**src/rtl/irq_level_encoder.sv**
```systemverilog
module irq_level_encoder #(
  parameter int LVLS = 7,
  parameter int FC_W = 3,
  parameter int AHI_W = 4,
  localparam int LW = $clog2(LVLS + 1)
) (
  input  logic             clk,
  input  logic             rst_n,
  input  logic [LVLS:1]    req_i,
  input  logic             reduced_i,
  input  logic [FC_W-1:0]  fc_i,
  input  logic [AHI_W-1:0] addr_hi_i,
  input  logic             as_n_i,
  output logic [LW-1:0]    ipl_n_o
);

  logic [LVLS:1] req_q, pend, set, clr, pend_nxt;
  logic [LW-1:0] cur, tgt, cur_nxt;
  logic          ack_q;

  wire ack_now  = (&fc_i) & (&addr_hi_i) & ~as_n_i;
  wire ack_rise = ack_now & ~ack_q;

  function automatic logic [LW-1:0] round_lvl(input logic [LW-1:0] l, input logic red);
    logic [LW-1:0] r;
    r = l;
    if (red) begin
      case (l)
        LW'(1):        r = LW'(2);
        LW'(3), LW'(4): r = LW'(5);
        LW'(6):        r = LW'(7);
        default:       r = l;
      endcase
    end
    return r;
  endfunction

  function automatic logic [LW-1:0] top_lvl(input logic [LVLS:1] v);
    logic [LW-1:0] r;
    r = '0;
    for (int i = 1; i <= LVLS; i++)
      if (v[i]) r = LW'(i);
    return r;
  endfunction

  assign set = req_i & ~req_q;

  for (genvar i = 1; i <= LVLS; i++) begin : g_clr
    assign clr[i] = ack_rise && (cur != '0) && (round_lvl(LW'(i), reduced_i) == cur);
  end

  assign pend_nxt = (pend & ~clr) | set;
  assign tgt      = round_lvl(top_lvl(pend_nxt), reduced_i);
  assign cur_nxt  = (ack_rise || tgt > cur) ? tgt : cur;

  always_ff @(posedge clk) begin
    if (!rst_n) begin
      req_q <= '0;
      pend  <= '0;
      cur   <= '0;
      ack_q <= 1'b0;
    end else begin
      req_q <= req_i;
      pend  <= pend_nxt;
      cur   <= cur_nxt;
      ack_q <= ack_now;
    end
  end

  assign ipl_n_o = ~cur;

endmodule

```
**config.mk**
```make
export PLATFORM = sky130hd
export DESIGN_NAME = irq_level_encoder
export DESIGN_NICKNAME = d
export VERILOG_FILES = /design/src/rtl/irq_level_encoder.sv
export SDC_FILE = /design/constraint.sdc
export NUM_CORES = 1
export LEC_CHECK = 0
export BUFFER_PORTS_ARGS = -buffer_cell sky130_fd_sc_hd__buf_2
export CAP_MARGIN = 20
export CELL_PAD_IN_SITES_DETAIL_PLACEMENT = 1
export CELL_PAD_IN_SITES_GLOBAL_PLACEMENT = 2
export CORE_MARGIN = 2
export CORE_UTILIZATION = 30
export CTS_BUF_LIST = sky130_fd_sc_hd__clkbuf_2 sky130_fd_sc_hd__clkbuf_4 sky130_fd_sc_hd__clkbuf_8
export CTS_CLUSTER_SIZE = 8
export DETAILED_ROUTE_END_ITERATION = 16
export MAX_ROUTING_LAYER = met4
export PLACE_DENSITY_LB_ADDON = 0.1
export SYNTH_ARGS = -nofsm -noshare
export SYNTH_HDL_FRONTEND = slang
export SYNTH_SLANG_ARGS = --single-unit
```
**constraint.sdc**
```tcl
create_clock -name clk -period 3.25 [get_ports clk]
set_clock_uncertainty 0.15 [all_clocks]
set_input_delay 0.65 -clock clk [delete_from_list [all_inputs] [get_ports clk]]
set_output_delay 0.65 -clock clk [all_outputs]
set_load 0.05 [all_outputs]
```
==> impl_metrics.py <==
metrics = {
    "clocking": {
        "ctsLongestPathBuffers": 2,
        "clkSinkCount": 18,
        "worst_skew_pair.late_latency_ns": 0.29,
        "tritoncts_clock_tree": "built",
        "cts-buffers-inserted": 3,
        "clk_root_buffer_cell": "clkbuf_4",
        "ctsHtreeMaxLevel": 1,
        "clkSlewWorstSetupHoldPaths_ns": 0.11,
    },
    "timing": {
        "final.setup.worst_slack_ns": -0.0417,
        "worstMarginPinSlew_ns": 0.454,
        "endpoints_failing_setup": 3,
        "fmaxAchievable_mhz": 304,
        "slew_headroom": 0.694,
        "finalCriticalPeriod_ns": 3.29,
        "final_hold_viol_count": 0,
        "grt_setup_unrepaired": "yes",
        "report.final.slew_viol_count": 0,
        "layout_worst_path_cycle_share": 1.01,
    },
    "yosys": {
        "synth_seq_cells": 18,
        "dominantRegCellSynth": "dfxtp_1",
        "synth_enable_flop_cells": 0,
        "postSynthNetCount": 130,
        "syn-mean-instance-area_um2": 9.08,
        "synthesis.instances": 109,
        "yosys-top-cells-area": "dfxtp_1 (36%), and2_1 (6.3%), a21oi_1 (4.0%), ha_1 (3.8%), o21ai_0 (3.5%)",
        "sequential_fraction_of_the_synthesis_area": 0.364,
        "synthesis.yosys.warnings": 0,
        "ys_async_sr_fraction": 0,
        "ys_types": 37,
        "yosys.cell_count.top_type": "dfxtp_1",
        "cell_area_after_synthesis_um2": 990,
        "synth.largest_area_cell": "dfxtp_1",
        "synth.cells.most_frequent": "dfxtp_1 (18), and2_1 (10), a21oi_1 (8), nor2_1 (8)",
        "netlist.area_leader.share": 0.364,
    },
    "floorplan": {
        "design.core.area_um2": 3100,
        "start_util": 0.319,
        "floorplan.die.height_um": 61.4,
        "area_of_the_die_um2": 3770,
        "chipWidth_um": 61.4,
        "io_pins": 21,
        "placement_rows": 20,
    },
    "detailed_routing": {
        "final_antenna_net_count": 0,
        "final_wl_um": 3300,
        "drc_errors": 0,
        "drt_pass1_iterations": 5,
        "wl_per_cell_um": 15.9,
        "vias": 1034,
        "drt_iter0_drc": 24,
        "detail_route.vias_per_cell": 5.00,
    },
    "outcome": {
        "violations_in_the_final_reports": "setup timing",
        "status": "finished, violations left",
    },
    "worst_setup_path": {
        "critical_path.most_common_cell": "buf_6",
        "required_ns": 3.31,
        "critical_path.max_fanout": 4,
        "path_cells": "buf_6 -> nand4b_4 -> buf_6 -> or4_4 -> o31ai_4 -> and3b_2 -> nand3_2 -> nand2_2 -> ha_4 -> nor2b_4 -> o21ai_2 -> nand2b_1 -> a21oi_2 -> nor2_2 -> a211oi_2",
        "critical_path.top_delay_family": "simple AND/OR/NAND/NOR gates",
        "setup.worst_path.start_class": "input port",
        "critPathBufInv": 2,
        "worstSetupPathType": "in2reg",
        "endpoint_kind": "flop",
        "crit_path_max_incr_delay_ns": 0.52,
        "worst_ep_arrival_time_ns": 3.35,
        "timing.critical_path.slowest_stage_cell": "or4_4",
    },
    "pwr": {
        "irDropWorstVdd_mv": 0.170,
        "total_leakage_power_uw": 0.000650,
        "power.density_nw_per_um2": 414,
        "design_power_total_uw": 643,
    },
    "grt": {
        "groute.usage.overall": 0.201,
        "grt_start_max_net_pins": 15,
        "grt_pass1_wl_um": 5310,
        "grt_overflow": 0,
        "grt_pass1_vias": 1087,
        "antenna_violations_before_repair": 0,
    },
    "cells_and_area": {
        "post_layout_instance_count_excluding_filler_cells": 207,
        "num_antenna_cells": 0,
        "area_growth_syn_to_layout_pct": 56.8,
        "final_layout_size_suffix_gt1_frac": 0.534,
        "nets": 186,
        "fin_util": 0.500,
    },
    "hold_path": {
        "hold_crit_class": "in2reg",
    },
    "placement": {
        "placedCellCount": 191,
        "port_buffers": 20,
        "dp.final_hpwl_um": 2190,
        "place_congestion": 0.782,
    },
    "run": {
        "drv_cap": 0,
    },
}
stage by stage:
step | setup TNS, ns | setup WS (ns) | hold slack (ns) | cell area [um^2]
2_1_floorplan | 0 | 0.0551 | 0.320 | 990
3_3_place_gp | -0.967 | -0.330 | 0.440 | 1280
3_5_place_dp | -1.06 | -0.401 | 0.444 | 1280
4_1_cts | -0.00234 | -0.00234 | 0.406 | 1480
5_1_grt | -0.356 | -0.136 | 0.409 | 1550
6_report | -0.0766 | -0.0417 | 0.412 | 1550
layout by cell type (no fill, tap or decap), types with 4 or more instances in the layout:
master    netlist  routed
and2_1         10      10
inv_1           7       7
nor2b_1         5       4
buf_2           0      19
dfxtp_1        18      18
buf_6           2       4
buf_4           0      31
a21oi_1         8       5
nand3b_1        4       4
nor2_1          8       6
registers in the layout, summed over array words and instances, names as in the netlist:
register  cells
req_q         7
pend          7
cur           3
ack_q         1
worst register-to-register path, cell delays in order (launching register included):
cell      delay [ns]
dfxtp_1         0.34
buf_4           0.18
xor2_1          0.20
or4_4           0.45
o31ai_4         0.24
and3b_2         0.27
nand3_2         0.09
nand2_2         0.11
ha_4            0.21
nor2b_4         0.12
o21ai_2         0.10
nand2b_1        0.12
a21oi_2         0.22
nor2_2          0.07
a211oi_2        0.21
routing by layer:
| metal | track usage | wire length [um] |
|---|---|---|
| met1 | 0.251 | 1460 |
| met2 | 0.348 | 1710 |
| met3 | 0.0189 | 106 |
| met4 | 0.0547 | 18 |
| met5 | - | 0 |
logic make-up (layout without fill, tap and decap cells):
group,after synthesis,in the layout,share of synthesized area
AOI/OAI and AO/OA,29,29,0.211
xor gates and xnor gates,1,1,0.00885
adders and majority gates,3,3,0.0379
buffers and inverters,10,64,0.0531
DFF,18,18,0.364
and+or+nand+nor,48,48,0.325
area by class of cell:
| class | count | area [um^2] |
|---|---|---|
| tap | 44 | 55.1 |
| multi-input combinational | 81 | 714 |
| fill | 390 | 1550 |
| inverter | 7 | 26.3 |
| timing repair buffer | 54 | 373 |
| sequential | 18 | 360 |
| clock buffer | 3 | 22.5 |
where the power goes:
group          switching (uW)  internal (uW)  total, uW
combinational             152            129        282
sequential               8.42            239        247
clock                    70.3           43.1        113
total                     231            412        643
final timing paths:
check        startpoint  endpoint  slack (ns)  cells past startpoint
min            req_i[3]  req_q[3]        0.41                      2
min reg2reg     pend[4]   pend[4]        0.47                      3
max              as_n_i    cur[0]       -0.04                     15
max reg2reg      cur[0]    cur[0]        0.11                     14
repair_timing:
item                                    in CTS  in global routing
pin swaps                                   13                 16
gates resized for setup                     22                 11
buffers inserted                            12                  1
endpoints found under the setup margin       2                  3
hold buffers                                 0                  0
No activity file was read; power rests on OpenSTA's default activity.
